### config.mk
export PLATFORM = sky130hd
export DESIGN_NAME = smb_reg_slave
export DESIGN_NICKNAME = d
export VERILOG_FILES = /design/src/rtl/smb_pkg.sv /design/src/rtl/smb_line_sync.sv /design/src/rtl/smb_xfer_fsm.sv /design/src/rtl/smb_reg_bank.sv /design/src/rtl/smb_reg_slave.sv
export SDC_FILE = /design/constraint.sdc
export NUM_CORES = 1
export LEC_CHECK = 0
export CORE_MARGIN = 2
export CORE_UTILIZATION = 57
export DETAILED_ROUTE_END_ITERATION = 8
export GPL_TIMING_DRIVEN = 1
export PLACE_DENSITY = 0.89
export SLEW_MARGIN = 20
export SYNTH_ARGS = -nofsm -noshare
export SYNTH_HDL_FRONTEND = slang
export SYNTH_SLANG_ARGS = --single-unit
export TNS_END_PERCENT = 1
### constraint.sdc
create_clock -name clk -period 2.9 [get_ports clk]
set_input_delay 0.435 -clock clk [delete_from_list [all_inputs] [get_ports clk]]
set_output_delay 0.435 -clock clk [all_outputs]
set_load 0.01 [all_outputs]
### src/rtl/smb_pkg.sv
package smb_pkg;

    localparam int BYTE_W = 8;

    localparam logic [BYTE_W-1:0] IDX_VOUT = 8'd0;
    localparam logic [BYTE_W-1:0] IDX_CTLA = 8'd8;
    localparam logic [BYTE_W-1:0] IDX_CTLB = 8'd9;
    localparam logic [BYTE_W-1:0] IDX_STAT = 8'd24;

    localparam logic [BYTE_W-1:0] VOUT_RST = 8'h32;
    localparam logic [BYTE_W-1:0] CTLA_RST = 8'h73;
    localparam logic [BYTE_W-1:0] CTLB_RST = 8'h67;
    localparam logic [BYTE_W-1:0] CTLA_KEEP = 8'hFB;
    localparam logic [BYTE_W-1:0] CTLB_KEEP = 8'hE7;

    typedef enum logic [2:0] {
        XS_IDLE,
        XS_ADDR,
        XS_INDEX,
        XS_WDATA,
        XS_RDATA,
        XS_SKIP
    } xfer_state_e;

    function automatic logic index_known(logic [BYTE_W-1:0] idx);
        return (idx == IDX_VOUT) || (idx == IDX_CTLA) ||
               (idx == IDX_CTLB) || (idx == IDX_STAT);
    endfunction

    function automatic logic parity_good(logic [BYTE_W-1:0] b);
        return b[7] == ~^b[6:0];
    endfunction

endpackage

### src/rtl/smb_line_sync.sv
module smb_line_sync #(
    parameter int SYNC_STAGES = 2,
    parameter int ARM_CYCLES  = 4
) (
    input  logic clk,
    input  logic rst_n,
    input  logic scl_i,
    input  logic sda_i,
    output logic sda_s_o,
    output logic scl_rise_o,
    output logic scl_fall_o,
    output logic start_o,
    output logic stop_o,
    output logic armed_o
);
    localparam int CNT_W = $clog2(ARM_CYCLES + 1);

    typedef struct packed {
        logic [SYNC_STAGES-1:0] scl_pipe;
        logic [SYNC_STAGES-1:0] sda_pipe;
        logic                   scl_last;
        logic                   sda_last;
        logic [CNT_W-1:0]       arm_cnt;
        logic                   armed;
    } sync_t;

    sync_t q, d;
    logic  scl_now, sda_now;

    assign scl_now = q.scl_pipe[SYNC_STAGES-1];
    assign sda_now = q.sda_pipe[SYNC_STAGES-1];

    always_comb begin
        d          = q;
        d.scl_pipe = {q.scl_pipe[SYNC_STAGES-2:0], scl_i};
        d.sda_pipe = {q.sda_pipe[SYNC_STAGES-2:0], sda_i};
        d.scl_last = scl_now;
        d.sda_last = sda_now;
        if (!q.armed) begin
            if (scl_now && sda_now) begin
                if (q.arm_cnt == CNT_W'(ARM_CYCLES - 1)) begin
                    d.armed = 1'b1;
                end else begin
                    d.arm_cnt = q.arm_cnt + 1'b1;
                end
            end else begin
                d.arm_cnt = '0;
            end
        end
    end

    always_ff @(posedge clk or negedge rst_n) begin
        if (!rst_n) begin
            q <= '0;
        end else begin
            q <= d;
        end
    end

    assign sda_s_o    = sda_now;
    assign scl_rise_o = scl_now & ~q.scl_last;
    assign scl_fall_o = ~scl_now & q.scl_last;
    assign start_o    = q.armed & scl_now & q.scl_last & q.sda_last & ~sda_now;
    assign stop_o     = q.armed & scl_now & q.scl_last & ~q.sda_last & sda_now;
    assign armed_o    = q.armed;

    assert_armed_sticky_R9: assert property (@(posedge clk) disable iff (!rst_n)
        !$fell(q.armed));

    assert_arm_needs_idle_bus_R9: assert property (@(posedge clk) disable iff (!rst_n)
        $rose(q.armed) |-> $past(scl_now && sda_now));

endmodule

### src/rtl/smb_xfer_fsm.sv
module smb_xfer_fsm
    import smb_pkg::*;
#(
    parameter logic [4:0] ADDR_HI = 5'b01101
) (
    input  logic              clk,
    input  logic              rst_n,
    input  logic              scl_rise,
    input  logic              scl_fall,
    input  logic              start,
    input  logic              stop,
    input  logic              sda_s,
    input  logic              armed,
    input  logic [1:0]        addr_sel,
    input  logic [BYTE_W-1:0] rd_data,
    output logic              sda_pull,
    output logic              wr_en,
    output logic [BYTE_W-1:0] wr_data,
    output logic [BYTE_W-1:0] ptr
);
    localparam logic [3:0] LAST_BIT = 4'd8;
    localparam logic [3:0] ACK_BIT  = 4'd9;

    typedef struct packed {
        xfer_state_e       st;
        xfer_state_e       after;
        logic [3:0]        bitcnt;
        logic [BYTE_W-1:0] shreg;
        logic [BYTE_W-1:0] ptr;
        logic              pull;
        logic              wr_en;
        logic [BYTE_W-1:0] wr_data;
    } fsm_t;

    fsm_t q, d;
    logic addr_hit;
    logic data_ok;

    assign addr_hit = q.shreg[7:1] == {ADDR_HI, addr_sel};
    assign data_ok  = (q.ptr == IDX_STAT) ? 1'b0 :
                      (q.ptr == IDX_VOUT) ? parity_good(q.shreg) : 1'b1;

    always_comb begin
        d       = q;
        d.wr_en = 1'b0;
        if (start) begin
            d.st     = XS_ADDR;
            d.bitcnt = '0;
            d.pull   = 1'b0;
        end else if (stop) begin
            d.st   = XS_IDLE;
            d.pull = 1'b0;
        end else begin
            case (q.st)
                XS_ADDR, XS_INDEX, XS_WDATA: begin
                    if (scl_rise && q.bitcnt < ACK_BIT) begin
                        if (q.bitcnt < LAST_BIT) begin
                            d.shreg = {q.shreg[6:0], sda_s};
                        end
                        d.bitcnt = q.bitcnt + 1'b1;
                    end
                    if (scl_fall && q.bitcnt == LAST_BIT) begin
                        if (q.st == XS_ADDR) begin
                            if (addr_hit) begin
                                d.pull  = 1'b1;
                                d.after = q.shreg[0] ? XS_RDATA : XS_INDEX;
                            end else begin
                                d.st = XS_SKIP;
                            end
                        end else if (q.st == XS_INDEX) begin
                            if (index_known(q.shreg)) begin
                                d.pull  = 1'b1;
                                d.ptr   = q.shreg;
                                d.after = XS_WDATA;
                            end else begin
                                d.st = XS_SKIP;
                            end
                        end else begin
                            if (data_ok) begin
                                d.pull    = 1'b1;
                                d.wr_en   = 1'b1;
                                d.wr_data = q.shreg;
                                d.after   = XS_SKIP;
                            end else begin
                                d.st = XS_SKIP;
                            end
                        end
                    end else if (scl_fall && q.bitcnt == ACK_BIT) begin
                        d.pull   = 1'b0;
                        d.bitcnt = '0;
                        d.st     = q.after;
                        if (q.after == XS_RDATA) begin
                            d.shreg = rd_data;
                            d.pull  = ~rd_data[7];
                        end
                    end
                end
                XS_RDATA: begin
                    if (scl_rise) begin
                        if (q.bitcnt == LAST_BIT) begin
                            d.st = XS_SKIP;
                        end
                        d.bitcnt = q.bitcnt + 1'b1;
                    end
                    if (scl_fall) begin
                        if (q.bitcnt == LAST_BIT) begin
                            d.pull = 1'b0;
                        end else if (q.bitcnt != '0) begin
                            d.shreg = {q.shreg[6:0], 1'b0};
                            d.pull  = ~q.shreg[6];
                        end
                    end
                end
                default: begin
                    d.pull = 1'b0;
                end
            endcase
        end
    end

    always_ff @(posedge clk or negedge rst_n) begin
        if (!rst_n) begin
            q <= '{st: XS_IDLE, after: XS_IDLE, default: '0};
        end else begin
            q <= d;
        end
    end

    assign sda_pull = q.pull;
    assign wr_en    = q.wr_en;
    assign wr_data  = q.wr_data;
    assign ptr      = q.ptr;

    assert_quiet_until_armed_R9: assert property (@(posedge clk) disable iff (!rst_n)
        !armed |-> !q.pull);

    assert_parity_gate_R4: assert property (@(posedge clk) disable iff (!rst_n)
        (q.wr_en && q.ptr == IDX_VOUT) |-> parity_good(q.wr_data));

    assert_status_never_written_R6: assert property (@(posedge clk) disable iff (!rst_n)
        q.wr_en |-> q.ptr != IDX_STAT);

    assert_drive_after_scl_fall_R8: assert property (@(posedge clk) disable iff (!rst_n)
        $rose(q.pull) |-> $past(scl_fall));

    assert_released_after_read_R8: assert property (@(posedge clk) disable iff (!rst_n)
        (q.st == XS_SKIP) |-> !q.pull);

endmodule

### src/rtl/smb_reg_bank.sv
module smb_reg_bank
    import smb_pkg::*;
(
    input  logic              clk,
    input  logic              rst_n,
    input  logic              wr_en,
    input  logic [BYTE_W-1:0] wr_ptr,
    input  logic [BYTE_W-1:0] wr_data,
    input  logic [2:0]        stat_i,
    output logic [BYTE_W-1:0] rd_data,
    output logic [BYTE_W-1:0] vout_o,
    output logic [BYTE_W-1:0] ctla_o,
    output logic [BYTE_W-1:0] ctlb_o
);
    typedef struct packed {
        logic [BYTE_W-1:0] vout;
        logic [BYTE_W-1:0] ctla;
        logic [BYTE_W-1:0] ctlb;
    } bank_t;

    bank_t q, d;

    always_comb begin
        d = q;
        if (wr_en) begin
            case (wr_ptr)
                IDX_VOUT: begin
                    d.vout    = wr_data;
                    d.ctla[7] = 1'b1;
                end
                IDX_CTLA: d.ctla = wr_data & CTLA_KEEP;
                IDX_CTLB: d.ctlb = wr_data & CTLB_KEEP;
                default:  d = q;
            endcase
        end
    end

    always_ff @(posedge clk or negedge rst_n) begin
        if (!rst_n) begin
            q <= '{vout: VOUT_RST, ctla: CTLA_RST, ctlb: CTLB_RST};
        end else begin
            q <= d;
        end
    end

    always_comb begin
        case (wr_ptr)
            IDX_VOUT: rd_data = q.vout;
            IDX_CTLA: rd_data = q.ctla;
            IDX_CTLB: rd_data = q.ctlb;
            IDX_STAT: rd_data = {5'b0, stat_i};
            default:  rd_data = '0;
        endcase
    end

    assign vout_o = q.vout;
    assign ctla_o = q.ctla;
    assign ctlb_o = q.ctlb;

    assert_vout_parity_held_R4: assert property (@(posedge clk) disable iff (!rst_n)
        parity_good(q.vout));

    assert_vout_sets_internal_R5: assert property (@(posedge clk) disable iff (!rst_n)
        (wr_en && wr_ptr == IDX_VOUT) |=> q.ctla[7]);

    assert_reserved_zero_R11: assert property (@(posedge clk) disable iff (!rst_n)
        ((q.ctla & ~CTLA_KEEP) == '0) && ((q.ctlb & ~CTLB_KEEP) == '0));

    assert_internal_only_by_write_R5: assert property (@(posedge clk) disable iff (!rst_n)
        $rose(q.ctla[7]) |-> $past(wr_en));

endmodule

### src/rtl/smb_reg_slave.sv
module smb_reg_slave
    import smb_pkg::*;
#(
    parameter logic [4:0] ADDR_HI     = 5'b01101,
    parameter int         SYNC_STAGES = 2,
    parameter int         ARM_CYCLES  = 4
) (
    input  logic       clk,
    input  logic       rst_n,
    input  logic       scl_i,
    input  logic       sda_i,
    input  logic [1:0] addr_sel_i,
    input  logic [2:0] stat_i,
    output logic       sda_pull_o,
    output logic [7:0] vout_reg_o,
    output logic [7:0] ctrl_a_o,
    output logic [7:0] ctrl_b_o
);
    logic              sda_s, scl_rise, scl_fall, start, stop, armed;
    logic              wr_en;
    logic [BYTE_W-1:0] wr_data, ptr, rd_data;

    smb_line_sync #(
        .SYNC_STAGES(SYNC_STAGES),
        .ARM_CYCLES (ARM_CYCLES)
    ) u_sync (
        .clk       (clk),
        .rst_n     (rst_n),
        .scl_i     (scl_i),
        .sda_i     (sda_i),
        .sda_s_o   (sda_s),
        .scl_rise_o(scl_rise),
        .scl_fall_o(scl_fall),
        .start_o   (start),
        .stop_o    (stop),
        .armed_o   (armed)
    );

    smb_xfer_fsm #(
        .ADDR_HI(ADDR_HI)
    ) u_fsm (
        .clk     (clk),
        .rst_n   (rst_n),
        .scl_rise(scl_rise),
        .scl_fall(scl_fall),
        .start   (start),
        .stop    (stop),
        .sda_s   (sda_s),
        .armed   (armed),
        .addr_sel(addr_sel_i),
        .rd_data (rd_data),
        .sda_pull(sda_pull_o),
        .wr_en   (wr_en),
        .wr_data (wr_data),
        .ptr     (ptr)
    );

    smb_reg_bank u_bank (
        .clk    (clk),
        .rst_n  (rst_n),
        .wr_en  (wr_en),
        .wr_ptr (ptr),
        .wr_data(wr_data),
        .stat_i (stat_i),
        .rd_data(rd_data),
        .vout_o (vout_reg_o),
        .ctla_o (ctrl_a_o),
        .ctlb_o (ctrl_b_o)
    );

endmodule

### Yosys cells after proc, flatten, opt, wreduce, memory -nomap -nowiden

Cells that the tools add are included.

* bits in read-only memories: 0
* RAM bits: 0
* latch bits: 0
* memories: 0
* flip-flop bits (word level): 67
* output and inout port bits: 25

* mux-type cells: 61
* bitwise operators: 19
* divide/modulo/power cells: 0
* $add $sub $neg: 2
* shift operators: 0
* eq/ne operators: 35
* magnitude comparators: 2
* reductions and logical operators: 29
* multiply operators: 0

Operator list (number)
* 8-bit two-way mux: 9
* 9-bit two-way mux: 7
* 3-bit two-way mux: 15
* 12-bit two-way mux: 3
* 8-bit by 4-bit equality test with 1-bit output (second input constant): 4
* 8-bit one-hot mux with 4 select lines: 1
* 7-bit AND reduction: 4
* 12-bit one-hot mux with 2 select lines: 1
* 7-bit inequality test (second input constant): 3
* 20-bit two-way mux: 1
* 8-bit by 5-bit equality test with 1-bit output (second input constant): 2
* 8-bit zero test: 2
* 1-bit two-way mux: 16
* 6-bit two-way mux: 2
* 4-bit by 3-bit inequality test with 1-bit output (second input constant): 3
* 6-bit AND reduction: 2
* 1-bit inverter: 11
* 10-bit two-way mux: 1
* 5-bit by 3-bit inequality test with 1-bit output (second input constant): 2
* 2-bit AND reduction: 5
* 3-bit by 2-bit equality test with 1-bit output (second input constant): 3
* 1-bit AND: 8
* 4-bit equality test (second input constant): 2
* 4-bit < comparator (second input constant): 2
* other kinds (23): 39

### Depth between registers and ports, before layout

Gate-level depths: netlist of run 1.

* depth in word-level cells: 11
* gate-level depth with buffers: 9
* depth with buffers taken out: 8

### Modules after synthesis

Synthesis of run 1 repeated with hierarchy kept, for this count alone.

* cell total of the unflattened synthesis: 353
* area, all modules: 3738.6 µm²

Modules (own cells, without submodules)
* smb_xfer_fsm: cells an instance 229, area each 2208.4 µm², times used 1
* smb_reg_bank: cells an instance 93, area each 1143.6 µm², times used 1
* smb_line_sync: cells an instance 31, area each 386.6 µm², times used 1

### Least setup slack after synthesis of run 1

OpenSTA, ideal clock, no wires.

* kind: register to register
* from: reg u_fsm.q (netlist bit u_fsm.ptr[2])
* to: reg u_bank.q (netlist bit u_bank.vout_o[0])
* data arrival time: 2.206 ns
* library setup time: 0.125 ns
* buffers on the path: 1
* stages on the path, launching flop included: 6
* clock period less this slack: 2.331 ns
* slack: 0.569 ns
* cells stage by stage: dfrtp_1 -> or4_4 -> or3_1 -> buf_2 -> nor4b_4 -> mux2_2

* word-level cells in the longest chain between the ends: 2

Ends and longest elaborated chain
* start, declared: line smb_xfer_fsm.sv:35 `fsm_t q, d;`
* start signal, assigned: line smb_xfer_fsm.sv:123 `q <= '{st: XS_IDLE, after: XS_IDLE, default: '0};`
* start signal, assigned: line smb_xfer_fsm.sv:125 `q <= d;`
* 8-bit zero test: line smb_reg_bank.sv:26 `case (wr_ptr)`
* 2-bit AND reduction (no line)
* end signal, assigned: line smb_reg_bank.sv:40 `q <= '{vout: VOUT_RST, ctla: CTLA_RST, ctlb: CTLB_RST};`
* end, declared: line smb_reg_bank.sv:21 `bank_t q, d;`

Every way passes these cells.
A chain may end at the register's enable or synchronous reset.

### Final worst setup path of run 1

* from: reg u_fsm.q[26] (netlist bit)
* to: reg u_fsm.q (netlist bit u_fsm.ptr[0])

* word-level cells in the longest chain between the ends: 3

Ends and longest elaborated chain
* 4-bit equality test: line smb_xfer_fsm.sv:62 `if (scl_fall && q.bitcnt == LAST_BIT) begin`
* 1-bit logical AND: line smb_xfer_fsm.sv:62
* 7-bit AND reduction (no line)

Every way passes these cells.

==> results by group, run 1 <==
Drt
  • DRT antenna net count: 0
  • Drt pass-1 iters: 6
  • Detailed-route wire length per cell: 18.2 um
  • Final WL: about 8500 um
  • Initial drt markers: about 330
  • Routed via count: 2,906
  • Via density: around 6.3
  • DRC: 0

Setup path
  • Setup crit start kind: flip-flop
  • Worst path required time: 3.10 ns
  • R2R Path Start: u_fsm.q[26]
  • Worst flop-to-flop path endpoint: u_fsm.ptr[0]
  • Critical path class: flip-flop to flip-flop
  • Depth of the worst register-to-register path: 7
  • Reg2reg setup slack: between 0.2 and 0.3 ns
  • Slowest stage cell on the critical path: nand3_1
  • Critical-path cell list: inv_1 -> ha_1 -> and3b_1 -> nor3b_1 -> nand3_1 -> nand2_1 -> o21ai_0
  • WP data arrival: ~2.8 ns
  • CP Capture Type: flip-flop
  • CP max stage delay: between 0.5 and 0.6 ns
  • CP Max Fanout: 14

Global route
  • Initial antenna violation count: 0
  • Largest net degree at the start of global routing: 36
  • Total gr overflow: 0
  • Total GRT Usage: 0.255
  • Global-route wire length before repair: 14,000 um
  • Vias in the first global route: 2,894

Floorplan
  • Io pins: 34
  • Site row count: 28
  • Die ar.: 6980 um2
  • CORE AREA: around 6000 um2
  • Initial core utilization: 0.599
  • Die width: about 84 um
  • DIE HEIGHT: 83.6 um

Clock network
  • Longest Clk Path Bufs: 2
  • Post-CTS Setup Inserts: 0
  • CTS tree: yes
  • Root Driver: clkbuf_8
  • CTS Sinks: 67
  • Clock latency on the worst-skew pair: 0.36 ns
  • Cts hold-fix bufs: 0
  • Clk slew on worst S/H paths: roughly 0.07 ns
  • Post-CTS resize count: 0
  • CTS Buf Count: 9
  • H-tree depth: 3

Timing
  • Max Slew Vio Count: 0
  • TNS Setup: 0 ns
  • Slew HR: 0.499
  • Actual slew at the worst max-slew pin: 0.752 ns
  • Clk_skew: between 0.005 and 0.006 ns
  • Final min period: ~2.6 ns
  • F_max: around 380 MHz
  • Setup violations, final: 0
  • Unrepaired setup endpoints after global routing: no
  • Period utilization: 0.902
  • Hold_ws: approximately 0.12 ns
  • Final worst slack: between 0.2 and 0.3 ns
  • Final hold violations: 0

Power
  • Power density over cell area: 767 nW/um2
  • VDD IR-drop max: around 600 uV
  • Static Leak: between 1.5 and 2 nW

Yosys
  • Cells after synthesis: approximately 350
  • Synth async-reset ratio: 1.00
  • YS warnings: 0
  • Synth Cell Area: roughly 3600 um2
  • Main synth FF type: dfrtp_1
  • Post-synth cell types: 58
  • Mean post-synth cell area: between 10 and 15 um2
  • Sequential fraction of the synthesis area: 0.469
  • Post-synth EDFFs: 0
  • #FFs+latches synth: 67

Place
  • GP Congestion: 0.874
  • Placed Area: a little under 4000 um2
  • Place WS: 0.385 ns
  • Port bufs: 30
  • HPWL Detailed: roughly 6000 um

Cells and area
  • Register Area: 1690 um2
  • Final instance area: 4210 um2
  • Final Util: 0.698
  • Area delta synth->final: 16.5%
  • Antenna cells: 0
  • Layout cells sized above 1: 0.180
  • Multi-input gate area: approximately 1800 um2
  • Fill cells: between 400 and 500
  • Final #Nets: slightly above 400

Outcome
  • Status: complete, no violations

Run
  • Max_cap viols: 0

Min path
  • Hold Path Class: input port to async pin
==> power by group <==
part,switching (W),internal (W),leakage [nW],total (W)
sequential,0.000179,0.00104,0.834,0.00122
clock,0.000369,0.000512,0.110,0.000881
combinational,0.000649,0.000473,0.886,0.00112
total,0.00120,0.00203,1.83,0.00322
==> worst max path at each step <==
stage,startpoint,to,slack (ns),cells after the start
3_3_place_gp,u_fsm.ptr[2],u_bank.vout_o[3],0.46,5
5_1_grt,u_fsm.q[27],u_fsm.q[33],0.09,8
4_1_cts,u_fsm.q[26],u_fsm.q[33],0.35,8
6_report,u_fsm.q[26],u_fsm.ptr[0],0.29,7
2_1_floorplan,u_fsm.ptr[2],u_bank.vout_o[0],0.57,5
3_5_place_dp,u_fsm.q[22],u_fsm.q[33],0.38,8
==> kinds of logic (layout without fill, tap and decap cells) <==
logic type / Yosys count / in the layout / synth area share
AOI/OAI and AO/OA: 90 / 90 / 0.162
xor gates and xnor gates: 8 / 8 / 0.0232
other: 1 / 3 / 0.00104
and+or+nand+nor: 108 / 108 / 0.163
adders and majority gates: 13 / 13 / 0.0444
muxes: 32 / 32 / 0.0981
DFF: 67 / 67 / 0.469
buffers and inverters: 35 / 68 / 0.0399
==> per-stage QoR <==
stage               total power (W)  cells
floorplan                   0.00199    356
global placement            0.00225    448
detailed placement          0.00231    448
CTS                         0.00320    464
global route                0.00340    464
finish                      0.00322    464
==> critical path, delay by kind of cell (launching register included) <==
family                     cells  cell delay [ns]
AOI/OAI and AO/OA              1             0.13
DFF                            1             0.42
adders and majority gates      1             0.21
and+or+nand+nor                4             1.56
buffers and inverters          1             0.13
==> synth_stat cells (2+ instances only) <==
| cell type | instances | area share |
|---|---|---|
| or3_1 | 2 | 0.0035 |
| a221o_1 | 2 | 0.0055 |
| or3b_2 | 3 | 0.0073 |
| buf_4 | 3 | 0.0062 |
| o21ai_0 | 29 | 0.040 |
| dfstp_2 | 13 | 0.095 |
| a21oi_1 | 14 | 0.019 |
| nor3_1 | 4 | 0.0055 |
| nor2_1 | 20 | 0.021 |
| a2bb2oi_1 | 2 | 0.0049 |
| and3_1 | 3 | 0.0052 |
| dfrtp_1 | 54 | 0.37 |
| xnor2_1 | 6 | 0.015 |
| nor2b_1 | 4 | 0.0069 |
| a21o_1 | 3 | 0.0062 |
| nand2_1 | 33 | 0.034 |
| ha_1 | 12 | 0.042 |
| o211ai_1 | 2 | 0.0042 |
| a221oi_1 | 4 | 0.0097 |
| nand2b_1 | 3 | 0.0052 |
| a22oi_1 | 6 | 0.012 |
| o22ai_1 | 5 | 0.0087 |
| nand4_1 | 4 | 0.0069 |
| and2_1 | 5 | 0.0087 |
| mux2_2 | 26 | 0.081 |
| inv_1 | 16 | 0.017 |
| clkbuf_1 | 15 | 0.016 |
| mux2i_1 | 5 | 0.014 |
| nand3_1 | 8 | 0.011 |
| o221ai_1 | 2 | 0.0049 |
| o2bb2ai_1 | 3 | 0.0073 |
| a31oi_1 | 4 | 0.0069 |
| nor4_1 | 3 | 0.0052 |
| nor3b_1 | 7 | 0.015 |
| o31ai_1 | 6 | 0.012 |
==> per-layer routing <==
layer  share of wire  global-route usage  up-vias  wire (um)
met5               0                   0        -          0
met4           0.036               0.119        0        301
met3           0.078              0.0732       37        662
met2            0.47               0.396      153       3960
met1            0.42               0.329     1372       3530
li1                -                   -     1344          -
==> final cells by class <==
cell class | count | share of cell area
Inverter | 16 | 0.0143
Tap cell | 75 | 0.0223
Timing Repair Buffer | 36 | 0.0839
Multi-Input combinational cell | 254 | 0.423
Clock buffer | 11 | 0.0336
Clock inverter | 5 | 0.0202
Sequential cell | 67 | 0.403
==> flip-flops by register name (all words and copies together), names as in the netlist, 3 cells and up <==
signal	count
u_bank.ctla_o	7
u_bank.ctlb_o	6
u_bank.vout_o	8
u_fsm.ptr	8
u_fsm.q	18
u_fsm.wr_data	8
u_sync.d	3
u_sync.q	5
==> cell usage in the layout, fill, tap and decap left out, types with 10 or more instances in the layout <==
cell and n:
clkdlybuf4s50_1 29, nand2_1 33, clkbuf_8 10, mux2_2 26, dfrtp_1 54, nor2_1 20
o21ai_0 29, a21oi_1 14, ha_1 12, inv_1 16, dfstp_2 13
No activity file was read; power rests on OpenSTA's default activity.
==> run 2: changes to the inputs <==
--- a/config.mk
+++ b/config.mk
@@ -6,10 +6,10 @@
 export NUM_CORES = 1
 export LEC_CHECK = 0
 export CORE_MARGIN = 2
-export CORE_UTILIZATION = 57
+export CORE_UTILIZATION = 52
 export DETAILED_ROUTE_END_ITERATION = 8
 export GPL_TIMING_DRIVEN = 1
-export PLACE_DENSITY = 0.89
+export PLACE_DENSITY = 0.86
 export SLEW_MARGIN = 20
 export SYNTH_ARGS = -nofsm -noshare
 export SYNTH_HDL_FRONTEND = slang
==> constraint.sdc (replaced) <==
create_clock -name clk -period 2.1 [get_ports clk]
set_input_delay 0.315 -clock clk [delete_from_list [all_inputs] [get_ports clk]]
set_output_delay 0.315 -clock clk [all_outputs]
set_load 0.01 [all_outputs]
==> run 2 against run 1 <==
The flow now finishes with violations (negative setup slack). Final area is 13% higher. Global-route usage is 0.42 points higher. Clock-buffer cell count is 2 lower. Sequential share of layout area is 4.6 points lower. Wire length is 10% higher. Cell count is 13% higher. Utilization is 0.56 points higher. Maximum frequency is 19% higher.
==> results by group, run 2 (synthesis results as in run 1) <==
Floorplan
  • Site row count: 30
  • Initial core utilization: 0.534
  • Die width: approximately 87 um
  • Die ar.: ~7600 um2
  • DIE HEIGHT: roughly 87 um
  • CORE AREA: slightly below 7000 um2
  • Io pins: 34

Cells and area
  • Fill cells: between 400 and 500
  • Most flops, register: u_fsm.q
  • Area delta synth->final: 31.7%
  • Max reg flops: 18
  • Most common cell after layout, fill and taps aside: buf_4
  • Register Area: 1690 um2
  • Layout cells sized above 1: 0.325
  • Multi-input gate area: ~1900 um2
  • Most frequent cells in the layout: buf_4, dfrtp_1, nand2_1
  • Final #Nets: 459
  • Layout Cells excl Fill: between 500 and 600
  • Antenna cells: 0

Setup path
  • Reg2reg setup slack: -0.09 ns
  • Worst flop-to-flop path endpoint: u_fsm.q[33]
  • Setup crit start kind: flip-flop
  • CP Capture Type: flip-flop
  • R2R Path Start: u_fsm.q[22]
  • Critical path class: flip-flop to flip-flop
  • Worst path required time: 2.34 ns
  • WP data arrival: approximately 2.4 ns
  • Depth of the worst register-to-register path: 7
  • CP Max Fanout: 4

Clock network
  • Longest Clk Path Bufs: 2
  • Root Driver: clkbuf_8
  • CTS tree: yes
  • CTS Sinks: 67
  • H-tree depth: 3
  • CTS Buf Count: 9
  • Clock latency on the worst-skew pair: roughly 0.36 ns
  • Clk slew on worst S/H paths: roughly 0.080 ns

Drt
  • Drt pass-1 iters: 7
  • Detailed-route wire length per cell: between 15 and 20 um
  • Initial drt markers: 235
  • Final WL: slightly above 9000 um
  • Via density: 5.98
  • Routed via count: 3,130
  • DRT antenna net count: 0
  • DRC: 0

Power
  • Power density over cell area: around 1100 nW/um2
  • Final Total Pwr: between 0.005 and 0.006 W
  • VDD IR-drop max: 630 uV
  • Static Leak: roughly 2.1 nW

Timing
  • Setup violations, final: 12
  • Period utilization: 1.04
  • Unrepaired setup endpoints after global routing: yes
  • Hold_ws: between 0.3 and 0.4 ns
  • Final min period: around 2.2 ns
  • Max Slew Vio Count: 0
  • Final worst slack: -0.0916 ns
  • Final hold violations: 0
  • Clk_skew: 0.00594 ns
  • F_max: 456 MHz

Global route
  • Total gr overflow: 0
  • Largest net degree at the start of global routing: 68
  • Initial antenna violation count: 0
  • Global-route wire length before repair: 15,200 um
  • Vias in the first global route: ~3,100
  • Total GRT Usage: 0.259

Place
  • HPWL Detailed: ~6500 um
  • Port bufs: 30
  • Cell count after placement: 502
  • GP Congestion: approximately 0.9

Min path
  • Hold Path Class: flip-flop to flip-flop
  • Hold_sp: u_sync.d[7]
  • Worst Hold Depth: 0
  • Worst hold endpoint: u_sync.sda_s_o

Outcome
  • Failing checks: negative setup slack
  • Status: finished, violations left

Run
  • Max_cap viols: 0
[run 2: worst max path at each step]
stage / startpoint / endpoint / slack [ns] / cells after the start
floorplan: u_fsm.ptr[2] / u_bank.vout_o[0] / -0.19 / 5
finish: u_fsm.q[22] / u_fsm.q[33] / -0.09 / 7
global route: u_fsm.q[20] / u_fsm.wr_data[7] / -0.17 / 8
detailed placement: u_fsm.ptr[2] / u_bank.vout_o[7] / -0.18 / 5
CTS: u_fsm.ptr[2] / u_bank.vout_o[6] / -0.08 / 5
global placement: u_fsm.ptr[2] / u_fsm.q[22] / -0.16 / 7
[run 2: cell type report]
type,instances,area share
repair buffers,90,0.162
clock buffers,9,0.0261
well taps,80,0.0211
flip-flops and latches,67,0.356
multi-input cells,254,0.396
clock inverters,7,0.0261
inverters,16,0.0126
[run 2: per-stage QoR]
step / util / instance area (um2) / TNS (ns) / worst slack (ns)
after global routing: 0.704 / 4750 / -2.19 / -0.166
after global placement: 0.644 / 4350 / -1.41 / -0.159
after floorplan: - / 3620 / -1.71 / -0.189
after CTS: 0.689 / 4650 / -0.713 / -0.0836
after detailed placement: 0.644 / 4350 / -2.26 / -0.179
final: 0.704 / 4750 / -0.724 / -0.0916
[run 2: timing repair]
item,in CTS,in global routing
resized for setup,9,19
buffers inserted,0,4
hold endpoints to repair,54,0
endpoints found under the setup margin,26,36
pin swaps,0,8
hold buffers,1,0
[run 2: worst max-delay path: stages (launching register included)]
cell      delay (ns)
dfrtp_1         0.41
buf_4           0.17
nor4bb_1        0.32
nand4_1         0.23
o21ai_0         0.26
a211oi_2        0.11
o21ai_1         0.22
mux2_2          0.35
[run 2: layer usage]
layer  part of all wire  vias up  GRT usage
li1                   -     1450          -
met1               0.41     1534      0.312
met2               0.51      127      0.438
met3              0.056       19     0.0664
met4              0.021        0      0.109
met5                  0        -          0
[run 2: report_power, final]
group	switching (W)	internal [W]	leakage, nW
registers	0.000130	0.00144	0.834
logic	0.00113	0.00112	1.17
clock network	0.000543	0.000798	0.120
